--- config.mk ---
export PLATFORM = sky130hd
export DESIGN_NAME = qep_position_counter
export DESIGN_NICKNAME = d
export VERILOG_FILES = /design/src/rtl/qep_pkg.sv /design/src/rtl/qep_sync.sv /design/src/rtl/qep_decoder.sv /design/src/rtl/qep_counter.sv /design/src/rtl/qep_position_counter.sv
export SDC_FILE = /design/constraint.sdc
export NUM_CORES = 1
export LEC_CHECK = 0
export ABC_AREA = 1
export ABC_CLOCK_PERIOD_IN_PS = 2260
export BUFFER_PORTS_ARGS = -buffer_cell sky130_fd_sc_hd__buf_4
export CAP_MARGIN = 0
export CORE_MARGIN = 3
export CORE_UTILIZATION = 40
export DETAILED_ROUTE_END_ITERATION = 12
export PLACE_DENSITY = 0.65
export SLEW_MARGIN = 10
export SYNTH_ARGS = -nofsm -noshare
export SYNTH_HDL_FRONTEND = slang
export SYNTH_SLANG_ARGS = --single-unit
--- constraint.sdc ---
create_clock -name clk -period 2.26 [get_ports clk]
set_clock_uncertainty 0.2 [all_clocks]
set_input_delay 0.226 -clock clk [delete_from_list [all_inputs] [get_ports clk]]
set_output_delay 0.226 -clock clk [all_outputs]
set_load 0.05 [all_outputs]
--- src/rtl/qep_pkg.sv ---
package qep_pkg;
  typedef enum logic [1:0] {
    SRC_QUAD = 2'd0,
    SRC_PDIR = 2'd1,
    SRC_UP   = 2'd2,
    SRC_DOWN = 2'd3
  } src_mode_e;

  localparam int ADDR_W    = 3;
  localparam logic [ADDR_W-1:0] A_COUNT = 3'd0;
  localparam logic [ADDR_W-1:0] A_CEIL  = 3'd1;
  localparam logic [ADDR_W-1:0] A_DEC   = 3'd2;
  localparam logic [ADDR_W-1:0] A_CTL   = 3'd3;
  localparam logic [ADDR_W-1:0] A_IEN   = 3'd4;
  localparam logic [ADDR_W-1:0] A_FLG   = 3'd5;
  localparam logic [ADDR_W-1:0] A_CLR   = 3'd6;
  localparam logic [ADDR_W-1:0] A_STS   = 3'd7;

  localparam int DEC_MODE_LSB = 14;
  localparam int DEC_BOTH     = 11;
  localparam int CTL_EN       = 3;
  localparam int FB_INT       = 0;
  localparam int FB_DIRCHG    = 3;
  localparam int FB_UNDER     = 5;
  localparam int FB_OVER      = 6;
  localparam int STS_DIR      = 5;

  // internal flag vector order
  localparam int NFLAG  = 3;
  localparam int FI_DC  = 0;
  localparam int FI_UNF = 1;
  localparam int FI_OVF = 2;
endpackage

--- src/rtl/qep_sync.sv ---
module qep_sync #(
  parameter int WIDTH  = 2,
  parameter int STAGES = 2
) (
  input  logic             clk,
  input  logic             rst_n,
  input  logic [WIDTH-1:0] din,
  output logic [WIDTH-1:0] dout
);
  genvar g;
  generate
    for (g = 0; g < WIDTH; g++) begin : g_bit
      logic [STAGES-1:0] sh_q;
      logic [STAGES-1:0] sh_d;
      always_comb sh_d = {sh_q[STAGES-2:0], din[g]};
      always_ff @(posedge clk or negedge rst_n) begin
        if (!rst_n) sh_q <= '0;
        else        sh_q <= sh_d;
      end
      assign dout[g] = sh_q[STAGES-1];
    end
  endgenerate
endmodule

--- src/rtl/qep_decoder.sv ---
module qep_decoder
  import qep_pkg::*;
(
  input  logic      clk,
  input  logic      rst_n,
  input  logic      a_s,
  input  logic      b_s,
  input  src_mode_e mode,
  input  logic      both_edges,
  output logic      step,
  output logic      up
);
  logic a_q, b_q;
  logic a_chg, b_chg, a_rise;

  always_ff @(posedge clk or negedge rst_n) begin
    if (!rst_n) begin
      a_q <= 1'b0;
      b_q <= 1'b0;
    end else begin
      a_q <= a_s;
      b_q <= b_s;
    end
  end

  always_comb begin
    a_chg  = a_s ^ a_q;
    b_chg  = b_s ^ b_q;
    a_rise = a_s & ~a_q;
    step   = 1'b0;
    up     = 1'b1;
    unique case (mode)
      SRC_QUAD: begin
        step = a_chg ^ b_chg;
        up   = a_chg ? (a_s ^ b_s) : ~(a_s ^ b_s);
      end
      SRC_PDIR: begin
        step = a_rise;
        up   = b_s;
      end
      SRC_UP: begin
        step = both_edges ? a_chg : a_rise;
        up   = 1'b1;
      end
      SRC_DOWN: begin
        step = both_edges ? a_chg : a_rise;
        up   = 1'b0;
      end
      default: ;
    endcase
  end

  AST_INVALID_NO_STEP: assert property (@(posedge clk) disable iff (!rst_n)
    (mode == SRC_QUAD && a_chg && b_chg) |-> !step);
  AST_B_IGNORED: assert property (@(posedge clk) disable iff (!rst_n)
    ((mode == SRC_UP || mode == SRC_DOWN) && !a_chg) |-> !step);
endmodule

--- src/rtl/qep_counter.sv ---
module qep_counter
  import qep_pkg::*;
#(
  parameter int CNT_W = 32
) (
  input  logic             clk,
  input  logic             rst_n,
  input  logic             en,
  input  logic             step,
  input  logic             up,
  input  logic [CNT_W-1:0] ceil,
  input  logic             cnt_wr,
  input  logic [CNT_W-1:0] cnt_wval,
  input  logic [NFLAG-1:0] clr,
  output logic [CNT_W-1:0] count,
  output logic             dir,
  output logic [NFLAG-1:0] flags
);
  logic [CNT_W-1:0] cnt_q, cnt_d;
  logic             dir_q, dir_d;
  logic [NFLAG-1:0] flg_q, flg_d, set;
  logic             cnt_ce;

  always_comb begin
    cnt_d = cnt_q;
    dir_d = dir_q;
    set   = '0;
    if (cnt_wr) begin
      cnt_d = cnt_wval;
    end else if (en && step) begin
      dir_d = up;
      set[FI_DC] = (up != dir_q);
      if (up) begin
        if (cnt_q >= ceil) begin
          cnt_d = '0;
          set[FI_OVF] = 1'b1;
        end else begin
          cnt_d = cnt_q + 1'b1;
        end
      end else begin
        if (cnt_q == '0) begin
          cnt_d = ceil;
          set[FI_UNF] = 1'b1;
        end else begin
          cnt_d = cnt_q - 1'b1;
        end
      end
    end
    flg_d  = (flg_q & ~clr) | set;
    cnt_ce = cnt_wr | (en & step);
  end

  always_ff @(posedge clk or negedge rst_n) begin
    if (!rst_n) begin
      cnt_q <= '0;
      dir_q <= 1'b1;
      flg_q <= '0;
    end else begin
      if (cnt_ce) begin
        cnt_q <= cnt_d;
        dir_q <= dir_d;
      end
      flg_q <= flg_d;
    end
  end

  assign count = cnt_q;
  assign dir   = dir_q;
  assign flags = flg_q;

  AST_DISABLED_HOLD: assert property (@(posedge clk) disable iff (!rst_n)
    (!en && !cnt_wr) |=> $stable(cnt_q));
  AST_OVF_TO_ZERO: assert property (@(posedge clk) disable iff (!rst_n)
    $rose(flg_q[FI_OVF]) |-> (cnt_q == '0));
  AST_UNF_TO_CEIL: assert property (@(posedge clk) disable iff (!rst_n)
    $rose(flg_q[FI_UNF]) |-> (cnt_q == $past(ceil)));
  AST_WRITE_WINS: assert property (@(posedge clk) disable iff (!rst_n)
    cnt_wr |=> (cnt_q == $past(cnt_wval)));
endmodule

--- src/rtl/qep_position_counter.sv ---
module qep_position_counter
  import qep_pkg::*;
#(
  parameter int CNT_W = 32
) (
  input  logic              clk,
  input  logic              rst_n,
  input  logic              enc_a,
  input  logic              enc_b,
  input  logic              reg_wr,
  input  logic [ADDR_W-1:0] reg_addr,
  input  logic [CNT_W-1:0]  reg_wdata,
  output logic [CNT_W-1:0]  reg_rdata,
  output logic              irq
);
  logic [1:0]       ab_s;
  logic             step, up, dir;
  logic [CNT_W-1:0] count;
  logic [NFLAG-1:0] flags, clr, ien_vec;

  logic [CNT_W-1:0] ceil_q, ceil_d;
  src_mode_e        mode_q, mode_d;
  logic             both_q, both_d;
  logic             en_q, en_d;
  logic [NFLAG-1:0] ien_q, ien_d;
  logic             int_any;

  qep_sync #(.WIDTH(2), .STAGES(2)) u_sync (
    .clk(clk), .rst_n(rst_n), .din({enc_b, enc_a}), .dout(ab_s)
  );

  qep_decoder u_dec (
    .clk(clk), .rst_n(rst_n), .a_s(ab_s[0]), .b_s(ab_s[1]),
    .mode(mode_q), .both_edges(both_q), .step(step), .up(up)
  );

  always_comb begin
    clr = '0;
    if (reg_wr && reg_addr == A_CLR) begin
      clr[FI_DC]  = reg_wdata[FB_DIRCHG];
      clr[FI_UNF] = reg_wdata[FB_UNDER];
      clr[FI_OVF] = reg_wdata[FB_OVER];
    end
  end

  qep_counter #(.CNT_W(CNT_W)) u_cnt (
    .clk(clk), .rst_n(rst_n), .en(en_q), .step(step), .up(up),
    .ceil(ceil_q), .cnt_wr(reg_wr && reg_addr == A_COUNT),
    .cnt_wval(reg_wdata), .clr(clr),
    .count(count), .dir(dir), .flags(flags)
  );

  // configuration registers: next state
  always_comb begin
    ceil_d = ceil_q;
    mode_d = mode_q;
    both_d = both_q;
    en_d   = en_q;
    ien_d  = ien_q;
    if (reg_wr) begin
      unique case (reg_addr)
        A_CEIL: ceil_d = reg_wdata;
        A_DEC: begin
          mode_d = src_mode_e'(reg_wdata[DEC_MODE_LSB +: 2]);
          both_d = reg_wdata[DEC_BOTH];
        end
        A_CTL: en_d = reg_wdata[CTL_EN];
        A_IEN: begin
          ien_d[FI_DC]  = reg_wdata[FB_DIRCHG];
          ien_d[FI_UNF] = reg_wdata[FB_UNDER];
          ien_d[FI_OVF] = reg_wdata[FB_OVER];
        end
        default: ;
      endcase
    end
  end

  always_ff @(posedge clk or negedge rst_n) begin
    if (!rst_n) begin
      ceil_q <= '1;
      mode_q <= SRC_QUAD;
      both_q <= 1'b0;
      en_q   <= 1'b0;
      ien_q  <= '0;
    end else if (reg_wr) begin
      ceil_q <= ceil_d;
      mode_q <= mode_d;
      both_q <= both_d;
      en_q   <= en_d;
      ien_q  <= ien_d;
    end
  end

  assign ien_vec = ien_q;
  assign int_any = |(flags & ien_vec);
  assign irq     = int_any;

  always_comb begin
    reg_rdata = '0;
    unique case (reg_addr)
      A_COUNT: reg_rdata = count;
      A_CEIL:  reg_rdata = ceil_q;
      A_DEC: begin
        reg_rdata[DEC_MODE_LSB +: 2] = mode_q;
        reg_rdata[DEC_BOTH]          = both_q;
      end
      A_CTL:   reg_rdata[CTL_EN] = en_q;
      A_IEN: begin
        reg_rdata[FB_DIRCHG] = ien_q[FI_DC];
        reg_rdata[FB_UNDER]  = ien_q[FI_UNF];
        reg_rdata[FB_OVER]   = ien_q[FI_OVF];
      end
      A_FLG: begin
        reg_rdata[FB_INT]    = int_any;
        reg_rdata[FB_DIRCHG] = flags[FI_DC];
        reg_rdata[FB_UNDER]  = flags[FI_UNF];
        reg_rdata[FB_OVER]   = flags[FI_OVF];
      end
      A_STS:   reg_rdata[STS_DIR] = dir;
      default: ;
    endcase
  end

  AST_IRQ_NEEDS_FLAG: assert property (@(posedge clk) disable iff (!rst_n)
    irq |-> (flags != '0));
  AST_IRQ_MASKED: assert property (@(posedge clk) disable iff (!rst_n)
    (ien_q == '0) |-> !irq);
  AST_CLR_ONES: assert property (@(posedge clk) disable iff (!rst_n)
    (reg_wr && reg_addr == A_CLR && reg_wdata[FB_OVER] && !(en_q && step))
      |=> !flags[FI_OVF]);
endmodule

==> flow_summary.ini <==
[run_status]
status = complete, but fails checks
violations = setup timing

[place]
pre_cts_slack_ps = -348
dp_cells = 1557
io_buffer_count = 72
gp_congestion = 1.02
dp_hpwl_um = 20800

[worst_setup_path]
arrival_ps = 2370
rrSetupSlack_ps = -60
crit_required_ps = 2310
end_kind = flop
worstSetupPathType = reg2reg
setup.worst_path.start_class = flop
ff2ff_path_depth = 13
r2r_start = ceil_q[29]
r2r_end = u_cnt.count[15]
path_max_fanout = 16

[power]
seq_power_share = 0.202
switching_power_mw = 5.89
sw_frac_of_total = 0.494
pwr-share-comb = 0.668
ir_worst_vdd_mv = 0.573
clkPwrFrac = 0.130
p_leak_nw = 5.13
internal-power_mw = 6.03
p_per_area_nw_per_um2 = 1150

[drt]
post_drt_wl_per_cell_um = 17.3
first_pass_iters = 6
drt_iter0_drc = 739
vias = 8543
ant_nets = 0
via_per_inst = 5.28
drcViolationCount = 0
wirelength_um = 28000

[grt]
antenna_found_initial = 0
use_met2 = 0.430
track_usage = 0.273
gr-usage-met3 = 0.0391
use_met1 = 0.392
grt_busiest_layer = met2
grt_pass1_vias = 7876
grt_pass1_wl_um = 43200
grt_max_degree = 42
grt_overflow = 0

[yosys]
yosysUniqueCellTypes = 37
yosysTopAreaCell = nand2_1
postSynthCellCount = 1181
synth_area_leaders = nand2_1 (20%), dfrtp_1 (16%), dfstp_2 (12%)
yosys_warnings = 0
syn_avg_cell_area_um2 = 6.23
synth-seq-cells = 81
netlist_area_um2 = 7360
yosysTopAreaCellShare = 0.200
seq_area_frac_synth = 0.281
syn-num-nets = 1256

[cts]
clockRootBuffer = clkbuf_16
cts.clk_slew.worst_paths_ps = 70
cts_tree = built
clock_latency_ps = 370
h-tree-depth = 3
cts.sinks = 81
cts_max_path_buffers = 2
cts_made_buffers = 9

[sta]
finalCritPeriodShare = 1.03
fin_crit_ps = 2320
hold_viol = 0
slew_headroom = 0.763
finalSetupViolCount = 32
worst_pin_slew_ps = 355
drv_slew = 0
fmax_mhz = 431
worst_slack_ps = -59.9
rsz0062_at_grt = yes

[die]
pin_count = 73
die_w_um = 142
dieArea_um2 = 20100
start_util = 0.417
core_area_um2 = 17700
dieHeight_um = 142
rows = 48

[cells_and_area]
multi_input_area_um2 = 4910
utilization = 0.586
fin_nets = 1463
final_cells = 1618
regArea_um2 = 2070
antenna_cells = 0
fillers = 1762
drive_gt1_frac = 0.278
area_delta_synth_final_pct = 40.5

[min_path]
worstHoldPathType = in2reg
worst_hold_path.num_cells = 3
hold_end = ceil_q[3]
min-delay-start = reg_wdata[3]

[flow_run]
maxCapViolations = 0
sequential cells by signal, summed over array words and instances (netlist names):
register and cells:
ceil_q 32, u_cnt.count 32, u_sync.g_bit.sh_q 4, ien_q 3
u_cnt.flags 3, mode_q 2, both_q 1, en_q 1
u_cnt.dir 1, u_dec.a_q 1, u_dec.b_q 1
timing repair:
item,4_1_cts,5_1_grt
hold buffers,35,0
endpoints found under the setup margin,34,34
pin swaps,12,33
endpoints found under the hold margin,91,0
setup buffers,4,2
cloned,1,3
resized for setup,44,70
power groups by stage:
stage,clock network [mW],registers [mW],logic [mW]
after global routing,1.62,2.47,8.77
final,1.55,2.41,7.97
after global placement,0,2.31,6.71
after CTS,1.55,2.34,7.34
after detailed placement,0,2.32,6.78
after floorplan,0,2.34,4.17
logic make-up after synthesis:
group,count (synthesis),share of synthesized area
xor+xnor,22,0.0262
fa+ha+maj,35,0.0595
flops,81,0.281
simple gates,642,0.365
compound gates,175,0.145
buf+inv,226,0.123
how the worst max path moves through the flow:
stage,start,end,slack [ps]
floorplan,ceil_q[27],u_cnt.count[0],70
global placement,ceil_q[31],u_cnt.count[7],-370
detailed placement,ceil_q[31],u_cnt.count[7],-350
CTS,ceil_q[19],u_cnt.count[5],-50
global route,ceil_q[29],u_cnt.count[9],-160
finish,ceil_q[29],u_cnt.count[15],-60
per-layer routing:
layer | vias to the layer above | share of wire
met3 | 42 | 0.061
met4 | 0 | 0.019
li1 | 4203 | -
met1 | 4005 | 0.47
met5 | - | 0
met2 | 293 | 0.45
layout by cell type, fill, tap and decap left out, types with 2 or more instances in the layout:
master / instances
xor2_1: 22
o21ai_1: 9
nand3_1: 64
dfrtp_1: 45
buf_6: 3
buf_4: 188
dfstp_2: 33
o21ai_2: 10
inv_6: 3
o21ai_0: 59
nand3b_1: 2
nor2_2: 19
nand4_1: 27
inv_8: 2
inv_1: 163
nand2_1: 374
dlygate4sd3_1: 35
inv_2: 18
ha_1: 12
nand2_2: 18
o211ai_1: 4
nor2_4: 10
clkbuf_16: 11
a21oi_2: 5
o211ai_2: 10
o221ai_1: 4
dfrtp_2: 3
a21oi_1: 8
nor3_1: 2
nand3_2: 6
nand2_8: 2
ha_4: 22
buf_12: 11
nor2_1: 111
o22ai_1: 57
nand2_4: 5
a21o_1: 3
cell usage after synthesis (all sizes together):
| cell type | n |
|---|---|
| clkbuf | 23 |
| nand4 | 27 |
| nand2 | 399 |
| o21ai | 78 |
| dfstp | 33 |
| dfrtp | 48 |
| or2 | 1 |
| ha | 35 |
| o221ai | 4 |
| inv | 182 |
| nor2 | 141 |
| a211oi | 1 |
| o21a | 1 |
| a221o | 1 |
| a21o | 3 |
| a31oi | 1 |
| xor2 | 22 |
| nand3b | 2 |
| o2111ai | 1 |
| nor3 | 2 |
| o22ai | 57 |
| nand3 | 70 |
| a21oi | 14 |
| buf | 21 |
| o211ai | 14 |
cell type report:
type,instances,area share
Inverter,182,0.0663
Sequential cell,81,0.200
Tap cell,225,0.0272
Multi-Input combinational cell,874,0.475
Clock inverter,6,0.00557
Clock buffer,10,0.0231
Timing Repair Buffer,240,0.202
metrics by stage:
step	hold slack (ps)	TNS, ps	cell area [µm²]	power, mW
6_report	9.59	-1090	10300	11.9
5_1_grt	40.3	-3820	10300	12.9
4_1_cts	8.48	-326	9950	11.2
3_5_place_dp	-86.5	-10420	9020	9.10
3_3_place_gp	-89.8	-11290	9020	9.02
2_1_floorplan	-270	0	7360	6.52
worst max-delay path, cell delays in order, from the launching register on:
cell and delay [ps]:
dfstp_2 540, inv_2 50, ha_4 260, nand2_2 60, nor2_2 130, nand4_1 120, buf_6 160, a21oi_4 170
nor2_4 100, buf_12 160, nand4_1 90, nand2_1 50, nand2_1 50, nand2_1 50
Note: power is estimated with default switching activity, not from simulation.
